[src/rtl/rla_pkg.sv]
package rla_pkg;

  typedef enum logic [1:0] {
    SH_SINGLE = 2'd0,
    SH_OPEN   = 2'd1,
    SH_MID    = 2'd2,
    SH_CLOSE  = 2'd3
  } shape_e;

endpackage

[src/rtl/rla_fresh_ctr.sv]
module rla_fresh_ctr #(
  parameter int LBL_W = 8
) (
  input  logic             clk,
  input  logic             rst_n,
  input  logic             clr,
  input  logic             inc,
  output logic [LBL_W-1:0] fresh
);

  localparam logic [LBL_W-1:0] FIRST_LBL = LBL_W'(1);

  logic [LBL_W-1:0] cnt_q;
  logic [LBL_W-1:0] cnt_d;
  logic             cnt_en;

  // Row end has priority: the next row always opens at label 1.
  always_comb begin
    cnt_en = clr | inc;
    cnt_d  = cnt_q;
    if (clr) begin
      cnt_d = FIRST_LBL;
    end else if (inc) begin
      cnt_d = cnt_q + FIRST_LBL;
    end
  end

  always_ff @(posedge clk or negedge rst_n) begin
    if (!rst_n) begin
      cnt_q <= FIRST_LBL;
    end else if (cnt_en) begin
      cnt_q <= cnt_d;
    end
  end

  assign fresh = cnt_q;

endmodule

[src/rtl/rla_stack.sv]
module rla_stack #(
  parameter int LBL_W = 8,
  parameter int DEPTH = 8
) (
  input  logic             clk,
  input  logic             rst_n,
  input  logic             clr,
  input  logic             push,
  input  logic             pop,
  input  logic [LBL_W-1:0] push_data,
  output logic [LBL_W-1:0] top,
  output logic             empty,
  output logic             full,
  output logic             nonempty_after
);

  localparam int SP_W  = $clog2(DEPTH + 1);
  localparam int IDX_W = (DEPTH > 1) ? $clog2(DEPTH) : 1;
  localparam logic [SP_W-1:0] SP_FULL = SP_W'(DEPTH);
  localparam logic [SP_W-1:0] SP_ONE  = SP_W'(1);

  logic [SP_W-1:0]  sp_q;
  logic [SP_W-1:0]  sp_d;
  logic [SP_W-1:0]  fill_after;
  logic             sp_en;
  logic [IDX_W-1:0] rd_idx;
  logic [IDX_W-1:0] wr_idx;
  logic             wr_en;
  logic [LBL_W-1:0] mem_q [DEPTH];

  assign empty  = (sp_q == '0);
  assign full   = (sp_q == SP_FULL);
  assign rd_idx = IDX_W'(sp_q - SP_ONE);
  assign wr_idx = IDX_W'(sp_q);
  assign wr_en  = push & ~full;

  // Fill level once this cycle's operation has been applied, before a row clear.
  always_comb begin
    fill_after = sp_q;
    if (wr_en) begin
      fill_after = sp_q + SP_ONE;
    end else if (pop && !empty) begin
      fill_after = sp_q - SP_ONE;
    end
    sp_d  = clr ? '0 : fill_after;
    sp_en = clr | wr_en | (pop & ~empty);
  end

  assign nonempty_after = (fill_after != '0);

  always_ff @(posedge clk or negedge rst_n) begin
    if (!rst_n) begin
      sp_q <= '0;
    end else if (sp_en) begin
      sp_q <= sp_d;
    end
  end

  // Label storage: no reset, only entries below the pointer are ever read.
  always_ff @(posedge clk) begin
    if (wr_en) begin
      mem_q[wr_idx] <= push_data;
    end
  end

  assign top = empty ? '0 : mem_q[rd_idx];

endmodule

[src/rtl/rla_ctrl.sv]
module rla_ctrl
  import rla_pkg::*;
#(
  parameter int LBL_W = 8
) (
  input  logic             run_vld,
  input  shape_e           shape,
  input  logic             stk_empty,
  input  logic             stk_full,
  input  logic [LBL_W-1:0] stk_top,
  input  logic [LBL_W-1:0] fresh_lbl,
  output logic [LBL_W-1:0] lbl,
  output logic             push,
  output logic             pop,
  output logic             take_fresh,
  output logic             bad_empty,
  output logic             bad_full
);

  always_comb begin
    lbl        = '0;
    push       = 1'b0;
    pop        = 1'b0;
    take_fresh = 1'b0;
    bad_empty  = 1'b0;
    bad_full   = 1'b0;
    if (run_vld) begin
      unique case (shape)
        SH_SINGLE: begin
          lbl        = fresh_lbl;
          take_fresh = 1'b1;
        end
        SH_OPEN: begin
          lbl        = fresh_lbl;
          take_fresh = 1'b1;
          push       = ~stk_full;
          bad_full   = stk_full;
        end
        SH_MID: begin
          lbl       = stk_top;
          bad_empty = stk_empty;
        end
        SH_CLOSE: begin
          lbl       = stk_top;
          pop       = ~stk_empty;
          bad_empty = stk_empty;
        end
        default: begin
          lbl = '0;
        end
      endcase
    end
  end

endmodule

[src/rtl/run_label_assigner.sv]
module run_label_assigner
  import rla_pkg::*;
#(
  parameter int LBL_W = 8,
  parameter int DEPTH = 8
) (
  input  logic             clk,
  input  logic             rst_n,
  input  logic             run_vld,
  input  logic [1:0]       run_code,
  input  logic             row_end,
  output logic             lbl_vld,
  output logic [LBL_W-1:0] lbl_out,
  output logic             err_empty,
  output logic             err_full,
  output logic             err_open
);

  shape_e           shape;
  logic [LBL_W-1:0] fresh_lbl;
  logic [LBL_W-1:0] stk_top;
  logic             stk_empty;
  logic             stk_full;
  logic             stk_left;
  logic [LBL_W-1:0] run_lbl;
  logic             do_push;
  logic             do_pop;
  logic             take_fresh;
  logic             bad_empty;
  logic             bad_full;

  logic             vld_q, vld_d;
  logic [LBL_W-1:0] lbl_q, lbl_d;
  logic             lbl_en;
  logic             e_empty_q, e_empty_d;
  logic             e_full_q, e_full_d;
  logic             e_open_q, e_open_d;

  assign shape = shape_e'(run_code);

  rla_fresh_ctr #(
    .LBL_W (LBL_W)
  ) u_ctr (
    .clk   (clk),
    .rst_n (rst_n),
    .clr   (row_end),
    .inc   (take_fresh),
    .fresh (fresh_lbl)
  );

  rla_stack #(
    .LBL_W (LBL_W),
    .DEPTH (DEPTH)
  ) u_stk (
    .clk            (clk),
    .rst_n          (rst_n),
    .clr            (row_end),
    .push           (do_push),
    .pop            (do_pop),
    .push_data      (fresh_lbl),
    .top            (stk_top),
    .empty          (stk_empty),
    .full           (stk_full),
    .nonempty_after (stk_left)
  );

  rla_ctrl #(
    .LBL_W (LBL_W)
  ) u_ctrl (
    .run_vld    (run_vld),
    .shape      (shape),
    .stk_empty  (stk_empty),
    .stk_full   (stk_full),
    .stk_top    (stk_top),
    .fresh_lbl  (fresh_lbl),
    .lbl        (run_lbl),
    .push       (do_push),
    .pop        (do_pop),
    .take_fresh (take_fresh),
    .bad_empty  (bad_empty),
    .bad_full   (bad_full)
  );

  // Output stage next state.
  always_comb begin
    vld_d     = run_vld;
    lbl_en    = run_vld;
    lbl_d     = run_lbl;
    e_empty_d = bad_empty;
    e_full_d  = bad_full;
    e_open_d  = row_end & stk_left;
  end

  always_ff @(posedge clk or negedge rst_n) begin
    if (!rst_n) begin
      vld_q     <= 1'b0;
      e_empty_q <= 1'b0;
      e_full_q  <= 1'b0;
      e_open_q  <= 1'b0;
    end else begin
      vld_q     <= vld_d;
      e_empty_q <= e_empty_d;
      e_full_q  <= e_full_d;
      e_open_q  <= e_open_d;
    end
  end

  always_ff @(posedge clk or negedge rst_n) begin
    if (!rst_n) begin
      lbl_q <= '0;
    end else if (lbl_en) begin
      lbl_q <= lbl_d;
    end
  end

  assign lbl_vld   = vld_q;
  assign lbl_out   = lbl_q;
  assign err_empty = e_empty_q;
  assign err_full  = e_full_q;
  assign err_open  = e_open_q;

endmodule

[config.mk]
export PLATFORM = sky130hd
export DESIGN_NAME = run_label_assigner
export DESIGN_NICKNAME = d
export VERILOG_FILES = /design/src/rtl/rla_pkg.sv /design/src/rtl/rla_fresh_ctr.sv /design/src/rtl/rla_stack.sv /design/src/rtl/rla_ctrl.sv /design/src/rtl/run_label_assigner.sv
export SDC_FILE = /design/constraint.sdc
export NUM_CORES = 1
export LEC_CHECK = 0
export BUFFER_PORTS_ARGS = -buffer_cell sky130_fd_sc_hd__buf_2
export CAP_MARGIN = 20
export CORE_MARGIN = 3
export CORE_UTILIZATION = 58
export CTS_BUF_LIST = sky130_fd_sc_hd__clkbuf_16
export DETAILED_ROUTE_END_ITERATION = 8
export PLACE_DENSITY = 0.86
export SYNTH_ARGS = -nofsm -noshare
export SYNTH_HDL_FRONTEND = slang
export SYNTH_SLANG_ARGS = --single-unit
[constraint.sdc]
create_clock -name clk -period 2.73 [get_ports clk]
set_input_delay 0.273 -clock clk [delete_from_list [all_inputs] [get_ports clk]]
set_output_delay 0.273 -clock clk [all_outputs]
set_load 0.02 [all_outputs]
==> run metrics, run 1 <==
status=finished clean; Rows=28; DP HPWL=between 4 and 5 mm; Top-Level Pins=18; Final GP Congestion=about 0.86; CP required=2.76 ns; TNS Setup=0 ns; met1 usage=31.9%; CP max FO=9; CTS Buf Count=9; most frequent cell after synthesis=edfxtp_1; MaxCap Viol Count=0; Synth area leaders=edfxtp_1, dfrtp_1, mux4_2; Crit path arrival time=between 2 and 2.5 ns; Sequential Area=roughly 2500 um2; Setup Skew=approximately 0.0051 ns; Layout Nets=~270; final WL=approximately 7.6 mm; die span in y=86.9 um; grt ovf=0; Area Growth Syn to Fin=12.4%; CP Launch Type=register; VDD IR max=497 uV; TritonCTS clock tree=done; Hold Path Depth=1; CTS clock-pin slew for the worst setup and hold paths=around 0.06 ns; fmax=around 450 MHz; Top Usage Layer GRT=met2; Synth Flop Type=edfxtp_1; RSZ-0062 raised after global routing=false; Post-CTS Setup Repair Bufs=0; worst hold path class=in2reg; Port Buffers=17; period utilization=around four fifths; drt pass-1 iters=5; register bit total from synthesis=roughly 90; synth unique cells=48; initial antenna violation count=0; cells after synthesis=approximately 230; Multi-input gate area=roughly 1100 um2; largest net degree at the start of global routing=25; Die Width=between 80 and 90 um; sequential area share after synthesis=66.5%; critical path class=reg2reg; net count after synthesis=244; average wire per standard cell=around 22 um; Final ANT Viol Nets=0; Mapped Avg Cell Area=16.2 um2; Cell Area, Synth=3790 um2; Pleak=between 1.5 and 2 nW; Vias=between 2000 and 2500; CTS root buf=clkbuf_16; worst skew pair latency=0.33 ns; # fillers=approximately 380; synth warn=0; Worst Setup End Kind=register; Synth top cells by count=edfxtp_1, dfrtp_1, nor2_1, o21ai_0, mux4_2; layout cells sized above 1=about a quarter; final setup fails=0; grt met2 use=~33%; final instance area=around 4300 um2; core area=just over 6000 um2; number of enable flip-flop cells after synthesis=64; cell type with the largest total area after synthesis=edfxtp_1; minimum clock period after layout=approximately 2.2 ns; Max Root-Sink Buffers=2; Reg2Reg Depth=6; first-pass GRT wire length=about 12 mm; die area=about 7500 um2; Antenna Diode Count=0; drt drc=0; post-synth top area share=between 50% and 60%; H-tree levels=3; fin util=approximately 70%; clk sink count=slightly below 90; Via density=6.38; Post-synth ARST share=between 20% and 30%; max_slew headroom=about 60%; Final Hold Fails=0; Initial DRC Count=about 250; Area after DPL=slightly below 4000 um2; vias in the first global route=roughly 2100; Slew Viols, Final=0; power per cell area=around 810 nW/um2; met3 usage=roughly 4.3%; Initial Util=61.9%; Gates resized, CTS repair=0; All-Layer GR Usage=between 20% and 30%; worst slew pin tran=between 0.5 and 0.6 ns
layer usage:
| layer | up-vias | wire [um] |
|---|---|---|
| met5 | - | 0 |
| met4 | 0 | 199 |
| met3 | 19 | 635 |
| met2 | 124 | 3650 |
| met1 | 1084 | 3160 |
| li1 | 955 | - |
report_power, final:
part | internal, mW | leakage (nW) | switching [mW]
Combinational | 0.308 | 0.547 | 0.419
Clock | 0.698 | 0.138 | 0.466
Sequential | 1.50 | 0.903 | 0.0618
Total | 2.50 | 1.59 | 0.946
logic make-up after synthesis:
family,count (synthesis),share of synthesized area [%]
AO/OA/AOI/OAI,37,6.03
XOR/XNOR,8,2.34
buffers and inverters,21,3.36
AND/OR/NAND/NOR,51,8.28
flip-flops,88,66.5
multiplexers,25,12.2
adder cells (fa/ha/maj),4,1.32
critical path: stages (launching register included):
cell,delay [ns]
dfrtp_1,0.51
inv_1,0.15
ha_1,0.29
nand3b_4,0.12
nand3_2,0.14
nor3_1,0.43
buf_4,0.26
worst paths after layout:
path                                            from                          end  slack (ns)
max                        u_stk.sp_q[1]$_DFFE_PN0P_  u_stk.mem_q[4][6]$_DFFE_PP_        0.52
min                                          run_vld            lbl_vld$_DFF_PN0_        0.24
max reg2reg                u_stk.sp_q[1]$_DFFE_PN0P_  u_stk.mem_q[4][6]$_DFFE_PP_        0.52
min reg2reg                   lbl_out[3]$_DFFE_PN0P_       lbl_out[3]$_DFFE_PN0P_        0.55
max in group asynchronous                      rst_n   u_ctr.fresh[2]$_DFFE_PN0P_        1.82
min in group asynchronous                      rst_n    u_stk.sp_q[0]$_DFFE_PN0P_        0.53
flip-flops by register name (all words and copies together) (netlist names):
register	count
u_ctr.fresh	8
err_full	1
u_stk.sp_q	4
lbl_out	8
err_empty	1
u_stk.mem_q	64
err_open	1
lbl_vld	1
per-stage QoR:
stage	std cells	setup slack (ns)	total power [mW]	hold WS (ns)
after floorplan	234	0.322	2.12	-0.0226
after CTS	342	0.558	3.47	0.221
after detailed placement	325	0.554	2.30	0.316
after global routing	342	0.371	3.58	0.227
after global placement	325	0.709	2.28	0.289
final	342	0.524	3.45	0.240
layout by cell type, fill, tap and decap left out, drive strengths merged, types with 3 or more instances in the layout:
master and instances:
a21oi 5, buf 28, clkbuf 9, clkinv 5, dfrtp 23, edfxtp 64, ha 4, inv 9
mux2i 9, mux4 16, nand2 10, nand3 3, nor2 14, nor2b 3, nor3 6, nor4 3
o21ai 22, xnor2 7
layout make-up:
cell class / count / area share (%)
clock buffer: 9 / 5.28
multi-input combinational: 125 / 27.0
tap: 75 / 2.20
timing repair buffer: 29 / 4.16
clock inverter: 7 / 1.47
sequential: 88 / 59.1
inverter: 9 / 0.792
what timing repair did:
action,CTS,global route
endpoints found under the hold margin,23,0
setup endpoints to repair,0,0
hold buffers,1,0
Power figures use the tool's default switching activity.
==> run 2: changes to the inputs <==
--- a/config.mk
+++ b/config.mk
@@ -8,10 +8,10 @@
 export BUFFER_PORTS_ARGS = -buffer_cell sky130_fd_sc_hd__buf_2
 export CAP_MARGIN = 20
 export CORE_MARGIN = 3
-export CORE_UTILIZATION = 58
+export CORE_UTILIZATION = 55
 export CTS_BUF_LIST = sky130_fd_sc_hd__clkbuf_16
 export DETAILED_ROUTE_END_ITERATION = 8
-export PLACE_DENSITY = 0.86
+export PLACE_DENSITY = 0.85
 export SYNTH_ARGS = -nofsm -noshare
 export SYNTH_HDL_FRONTEND = slang
 export SYNTH_SLANG_ARGS = --single-unit
==> constraint.sdc (replaced) <==
create_clock -name clk -period 2 [get_ports clk]
set_input_delay 0.2 -clock clk [delete_from_list [all_inputs] [get_ports clk]]
set_output_delay 0.2 -clock clk [all_outputs]
set_load 0.02 [all_outputs]
==> run 2 against run 1 <==
Worst hold slack got worse by 0.0084 ns. Highest routed layer unchanged. Worst setup slack got worse by 0.42 ns. Critical path type unchanged. Final area rose by 4.6%. Combinational power rose by 57%. Largest cell class unchanged. Register-to-register slack got worse by 0.42 ns. Die area rose by 5.1%.
==> run metrics, run 2 (synthesized netlist as in run 1, its figures left out) <==
status=finished clean (unchanged); max_slew headroom=59.4% (was 60.4%); worst hold path class=in2reg (unchanged); worst setup path startpoint=u_stk.sp_q[0]$_DFFE_PN0P_ (was u_stk.sp_q[1]$_DFFE_PN0P_); TritonCTS clock tree=done (unchanged); Top-Level Pins=18 (unchanged); Vias=2222 (was 2182); grt met2 use=37.9% (was 32.9%); Multi-input gate area=1170 um2 (was 1150 um2); CP max FO=8 (was 9); clk sink count=88 (unchanged); Reg2Reg Depth=5 (was 6); RSZ-0062 raised after global routing=false (unchanged); grt ovf=0 (unchanged); initial antenna violation count=0 (unchanged); DP HPWL=5.21 mm (was 4.78 mm); critical path class=reg2reg (unchanged); CP required=2.20 ns (was 2.76 ns); Top Usage Layer GRT=met2 (unchanged); largest net degree at the start of global routing=25 (unchanged); fin util=68.3% (was 69.6%); die area=7930 um2 (was 7550 um2); MaxCap Viol Count=0 (unchanged); Design Power=5.28 mW (was 3.45 mW); Layout Nets=282 (was 272); Antenna Diode Count=0 (unchanged); flop2flop setup slack=0.10 ns (was 0.52 ns); Area Growth Syn to Fin=17.6% (was 12.4%); period utilization=95.0% (was 80.8%); drt drc=0 (unchanged); layout cells sized above 1=30.0% (was 25.1%); CP Launch Type=register (unchanged); Pleak=1.69 nW (was 1.59 nW); worst slew pin tran=0.609 ns (was 0.594 ns); CTS root buf=clkbuf_16 (unchanged); Initial Util=58.1% (was 61.9%); Post-CTS Setup Repair Bufs=0 (unchanged); met3 usage=5.90% (was 4.26%); final WL=8.16 mm (was 7.64 mm); drt pass-1 iters=4 (was 5); final setup fails=0 (unchanged); Die Width=89.1 um (was 86.9 um); max FFs per register=64 (unchanged); Final GP Congestion=0.851 (was 0.857); power per cell area=1180 nW/um2 (was 808 nW/um2); Max Root-Sink Buffers=2 (unchanged); Initial DRC Count=251 (was 245); Rows=29 (was 28); Crit path arrival time=2.10 ns (was 2.24 ns); Crit Reg-Reg Endpoint=lbl_out[0]$_DFFE_PN0P_ (was u_stk.mem_q[4][6]$_DFFE_PP_); Slew Viols, Final=0 (unchanged); Final ANT Viol Nets=0 (unchanged); minimum clock period after layout=1.90 ns (was 2.21 ns); most frequent cells in the layout=edfxtp_1, dfrtp_1, buf_4, buf_2, o21ai_0 (was edfxtp_1, dfrtp_1, buf_2, nor2_1, o21ai_0); Final Hold Fails=0 (unchanged); CP Capture Point=lbl_out[0]$_DFFE_PN0P_ (was u_stk.mem_q[4][6]$_DFFE_PP_); Sequential Area=2520 um2 (unchanged); first-pass GRT wire length=13.0 mm (was 11.9 mm); Port Buffers=17 (unchanged); Setup Skew=0.00693 ns (was 0.00509 ns); VDD IR max=1230 uV (was 497 uV); core area=6530 um2 (was 6130 um2); Via density=6.28 (was 6.38); average wire per standard cell=23.1 um (was 22.3 um); met1 usage=31.6% (was 31.9%); reg-to-reg critical path startpoint=u_stk.sp_q[0]$_DFFE_PN0P_ (was u_stk.sp_q[1]$_DFFE_PN0P_); Worst Setup End Kind=register (unchanged); worst skew pair latency=0.34 ns (was 0.33 ns); H-tree levels=3 (unchanged); CTS clock-pin slew for the worst setup and hold paths=0.06 ns (about the same); die span in y=89.1 um (was 86.9 um); fmax=526 MHz (was 453 MHz); most common library cell in the layout ignoring fill and taps=edfxtp_1 (unchanged); # fillers=405 (was 377); vias in the first global route=2289 (was 2111); CTS Buf Count=9 (unchanged); Biggest register=u_stk.mem_q (unchanged); All-Layer GR Usage=23.6% (was 22.3%)
-- run 2: cell count changes in the layout (fill, tap and decap cells not counted), moves of 2 or more --
cell	before	now
buf_4	11	19
bufinv_16	1	4
clkinv_1	3	0
nor2_1	14	12
nor2_2	0	2
nor3_1	5	3
-- run 2: repair_timing --
action / in CTS / in global routing
endpoints found under the setup margin: 0 / 6
endpoints found under the hold margin: 23 / 0
resized for setup: 0 / 2
hold buffers: 1 / 0
-- run 2: final cells by class --
type | count | area share, %
Timing Repair Buffer | 39 | 6.03
Clock inverter | 7 | 3.22
Inverter | 9 | 0.757
Clock buffer | 9 | 5.05
Tap cell | 77 | 2.16
Multi-Input combinational cell | 125 | 26.2
Sequential cell | 88 | 56.5
-- run 2: report_power, final --
group | internal, mW | switching, mW | total, mW | leakage (nW)
clock | 1.35 | 0.693 | 2.05 | 0.183
sequential | 2.04 | 0.0585 | 2.10 | 0.903
combinational | 0.505 | 0.632 | 1.14 | 0.603
total | 3.90 | 1.38 | 5.28 | 1.69
-- run 2: per-layer routing --
layer  vias to the layer above  wire length (um)
met3                        19               626
li1                        979                 -
met2                        94              4080
met1                      1130              3280
met5                         -                 0
met4                         0               181
-- run 2: metrics by stage --
step                      setup slack [ns]  hold WS, ns  instance area (um2)  instances  setup TNS (ns)
after floorplan                     -0.229      -0.0956                 3820        234           -5.82
after global placement               0.166        0.231                 4080        337               0
after detailed placement             0.121        0.241                 4080        337               0
after CTS                           0.0846        0.226                 4450        354               0
after global routing                0.0377        0.240                 4460        354               0
final                                0.100        0.232                 4460        354               0
-- run 2: worst min path at each step --
stage | start | endpoint | slack (ns) | cells after the start
finish | row_end | u_stk.sp_q[3]$_DFFE_PN0P_ | 0.23 | 2
CTS | row_end | u_stk.sp_q[3]$_DFFE_PN0P_ | 0.23 | 2
floorplan | rst_n | err_empty$_DFF_PN0_ | -0.1 | 0
detailed placement | rst_n | u_stk.sp_q[3]$_DFFE_PN0P_ | 0.24 | 1
global route | row_end | u_stk.sp_q[2]$_DFFE_PN0P_ | 0.24 | 2
global placement | rst_n | u_stk.sp_q[3]$_DFFE_PN0P_ | 0.23 | 1
-- run 2: critical path, stage by stage (launching register included) --
cell     delay, ns
dfrtp_1       0.40
inv_2         0.12
ha_1          0.32
or3b_1        0.42
nand3_1       0.35
o21ai_1       0.14
==> run 3: changes to the inputs <==
--- a/config.mk
+++ b/config.mk
@@ -7,6 +7,7 @@
 export LEC_CHECK = 0
 export BUFFER_PORTS_ARGS = -buffer_cell sky130_fd_sc_hd__buf_2
 export CAP_MARGIN = 20
+export CORE_ASPECT_RATIO = 1.5
 export CORE_MARGIN = 3
 export CORE_UTILIZATION = 55
 export CTS_BUF_LIST = sky130_fd_sc_hd__clkbuf_16
@@ -14,4 +15,5 @@
 export PLACE_DENSITY = 0.85
 export SYNTH_ARGS = -nofsm -noshare
 export SYNTH_HDL_FRONTEND = slang
+export SYNTH_HIERARCHICAL = 1
 export SYNTH_SLANG_ARGS = --single-unit
==> run 3 against run 2 <==
The flow now finishes with violations (setup timing). Area after synthesis up 3.9%. Count of clock-buffer cells in the layout unchanged. Flip-flop and latch count unchanged. Wire length up 29%. Critical path depth up 5. Largest power group unchanged. Highest routed layer unchanged.
==> run metrics, run 3 <==
worst hold path class=in2reg (unchanged); register bit total from synthesis=88 (unchanged); drt pass-1 iters=4 (unchanged); worst skew pair latency=0.34 ns (about the same); worst slew pin tran=0.628 ns (was 0.609 ns); Final GP Congestion=0.879 (was 0.851); Reg power frac=50.0% (was 39.7%); synth unique cells=50 (was 48); All-Layer GR Usage=25.1% (was 23.6%); worst hold margin=0.237 ns (was 0.232 ns); fin util=74.2% (was 68.3%); final setup fails=74 (was 0); CP Launch Type=register (unchanged); Area after DPL=4490 um2 (was 4080 um2); net count after synthesis=263 (was 244); Post-synth ARST share=27.3% (unchanged); CTS clock-pin slew for the worst setup and hold paths=0.06 ns (about the same); cells after synthesis=254 (was 234); Top Usage Layer GRT=met2 (unchanged); max_slew headroom=58.2% (was 59.4%); Setup WS pre-CTS=-0.181 ns (was 0.121 ns); CP max FO=4 (was 8); switching power=0.953 mW (was 1.38 mW); Area Growth Syn to Fin=29.8% (was 17.6%); Antenna Diode Count=0 (unchanged); Vias=2544 (was 2222); power per cell area=779 nW/um2 (was 1180 nW/um2); Multi-input gate area=1530 um2 (was 1170 um2); most common library cell in the layout ignoring fill and taps=edfxtp_1 (unchanged); H-tree levels=3 (unchanged); failing checks=setup timing; Port Buffers=17 (unchanged); grt met2 use=44.0% (was 37.9%); final instance area=5120 um2 (was 4460 um2); met1 usage=25.6% (was 31.6%); P_int=3.04 mW (was 3.90 mW); CTS Buf Count=9 (unchanged); layout cells sized above 1=48.0% (was 30.0%); Die Width=75.1 um (was 89.1 um); Initial DRC Count=198 (was 251); Min-Delay Startpoint=run_code[1] (was row_end); most frequent cells in the layout=edfxtp_1, buf_4, dfrtp_1, nand2_1, buf_2 (was edfxtp_1, dfrtp_1, buf_4, buf_2, o21ai_0); period utilization=117% (was 95.0%); average wire per standard cell=25.9 um (was 23.1 um); DP HPWL=5.80 mm (was 5.21 mm); Cell Area, Synth=3940 um2 (was 3790 um2); Setup Skew=0.00853 ns (was 0.00693 ns); Biggest register=u_stk/mem_q (was u_stk.mem_q); RSZ-0062 raised after global routing=true (was false); vias in the first global route=2574 (was 2289); Mapped Avg Cell Area=15.5 um2 (was 16.2 um2); drt drc=0 (unchanged); Slew Viols, Final=0 (unchanged); post-synth top area share=48.7% (was 50.6%); Rows=37 (was 29); core area=6900 um2 (was 6530 um2); sequential area share after synthesis=64.0% (was 66.5%); Top-Level Pins=18 (unchanged); reg-to-reg critical path startpoint=u_stk/sp_q[0]$_DFFE_PN0P_ (was u_stk.sp_q[0]$_DFFE_PN0P_); worst setup path startpoint=u_stk/sp_q[0]$_DFFE_PN0P_ (was u_stk.sp_q[0]$_DFFE_PN0P_); largest net degree at the start of global routing=25 (unchanged); status=finished, violations left (was finished clean); initial antenna violation count=0 (unchanged); Layout Nets=333 (was 282); Design Power=3.99 mW (was 5.28 mW); die area=8240 um2 (was 7930 um2); grt ovf=0 (unchanged); switching part of the total=23.9% (was 26.2%); cell type with the largest total area after synthesis=edfxtp_1 (unchanged); clk sink count=88 (unchanged); fmax=426 MHz (was 526 MHz); Final ANT Viol Nets=0 (unchanged); Synth area leaders=edfxtp_1, dfrtp_1, mux4_2 (unchanged); max FFs per register=64 (unchanged); MaxCap Viol Count=0 (unchanged); Crit path arrival time=2.53 ns (was 2.10 ns); met3 usage=5.67% (was 5.90%); CTS root buf=clkbuf_16 (unchanged); synth warn=6 (was 0); Sequential Area=2530 um2 (was 2520 um2); VDD IR max=583 uV (was 1230 uV); # fillers=346 (was 405); Final Hold Fails=0 (unchanged); final setup margin=-0.345 ns (was 0.100 ns); critical path class=reg2reg (unchanged); Synth Flop Type=edfxtp_1 (unchanged); Pleak=1.96 nW (was 1.69 nW); die span in y=110 um (was 89.1 um); CP required=2.18 ns (was 2.20 ns); Synth top cells by count=edfxtp_1, nand2_1, dfrtp_1 (was edfxtp_1, dfrtp_1, nor2_1, o21ai_0, mux4_2); Max Root-Sink Buffers=2 (unchanged); Via density=6.25 (was 6.28); Clk pwr share=37.5% (was 38.7%); TritonCTS clock tree=done (unchanged); most frequent cell after synthesis=edfxtp_1 (unchanged); Initial Util=57.2% (was 58.1%); number of enable flip-flop cells after synthesis=64 (unchanged); final WL=10.6 mm (was 8.16 mm); Worst Setup End Kind=register (unchanged); power share of the combinational group=12.5% (was 21.5%); minimum clock period after layout=2.34 ns (was 1.90 ns); first-pass GRT wire length=14.2 mm (was 13.0 mm)
run 3: changes by cell type after synthesis, moves of 4 or more:
cell,previous run,this run
xnor2_1,7,3
nand2_1,9,26
a21oi_1,5,11
o21ai_1,8,0
o21ai_0,14,3
inv_1,8,4
mux2_4,0,8
nor2b_1,3,9
xor2_1,0,4
buf_2,3,8
nor3_1,5,1
run 3: kinds of logic (layout without fill, tap and decap cells):
| group | Yosys count | in the layout | synth area share [%] |
|---|---|---|---|
| DFF | 88 | 88 | 64.0 |
| xor gates and xnor gates | 7 | 7 | 1.55 |
| muxes | 34 | 34 | 14.8 |
| and+or+nand+nor | 73 | 73 | 9.58 |
| AOI/OAI and AO/OA | 28 | 28 | 5.87 |
| adders and majority gates | 3 | 3 | 0.952 |
| buffers and inverters | 21 | 96 | 3.30 |
run 3: metal layers:
metal,up-vias,wire length [um]
met5,-,0
met4,0,642
met3,41,491
met2,96,5790
met1,1308,3630
li1,1099,-
run 3: stage by stage:
step	TNS [ns]	cells
after CTS	-0.734	402
final	-3.84	407
after detailed placement	-2.92	374
after global placement	-0.826	374
after global routing	-6.29	407
after floorplan	-20.44	254
run 3: final cells by class:
type                            count  area share (%)
Sequential cell                    88            49.4
Multi-Input combinational cell    145            29.9
Timing Repair Buffer               74            13.0
Clock buffer                        9            4.40
Tap cell                           78            1.91
Clock inverter                      7           0.782
Inverter                            6           0.636
run 3: power groups by stage:
stage / combinational (mW) / sequential [mW] / clock, mW
floorplan: 0.248 / 2.04 / 0
global placement: 0.363 / 2.03 / 0
detailed placement: 0.372 / 2.03 / 0
CTS: 0.453 / 1.99 / 1.51
global route: 0.523 / 1.99 / 1.61
finish: 0.499 / 1.99 / 1.50
run 3: what timing repair did:
action | CTS | global route
setup buffers | 10 | 6
hold buffers | 1 | 0
pin swaps | 8 | 13
resized for setup | 20 | 18
endpoints found under the hold margin | 23 | 0
gates cloned | 1 | 1
endpoints found under the setup margin | 67 | 69
run 3: path summary, 6_finish.rpt:
check                      slack, ns  cells after the start                   endpoint
min in group asynchronous       0.41                      2         err_open$_DFF_PN0_
max in group asynchronous       1.15                      2  u_stk/sp_q[2]$_DFFE_PN0P_
min reg2reg                     0.51                      1     lbl_out[3]$_DFFE_PN0P_
max reg2reg                    -0.34                     10  u_stk/sp_q[1]$_DFFE_PN0P_
max                            -0.34                     10  u_stk/sp_q[1]$_DFFE_PN0P_
min                             0.24                      2         err_full$_DFF_PN0_
run 3: worst max-delay path: stages, from the launching register on:
cell and delay [ns]:
dfrtp_2 0.45, inv_8 0.04, ha_4 0.16, or3b_4 0.25, inv_4 0.04, nor3b_4 0.26, inv_2 0.09, buf_4 0.16
a2111oi_4 0.20, a31oi_2 0.10, a211oi_2 0.44
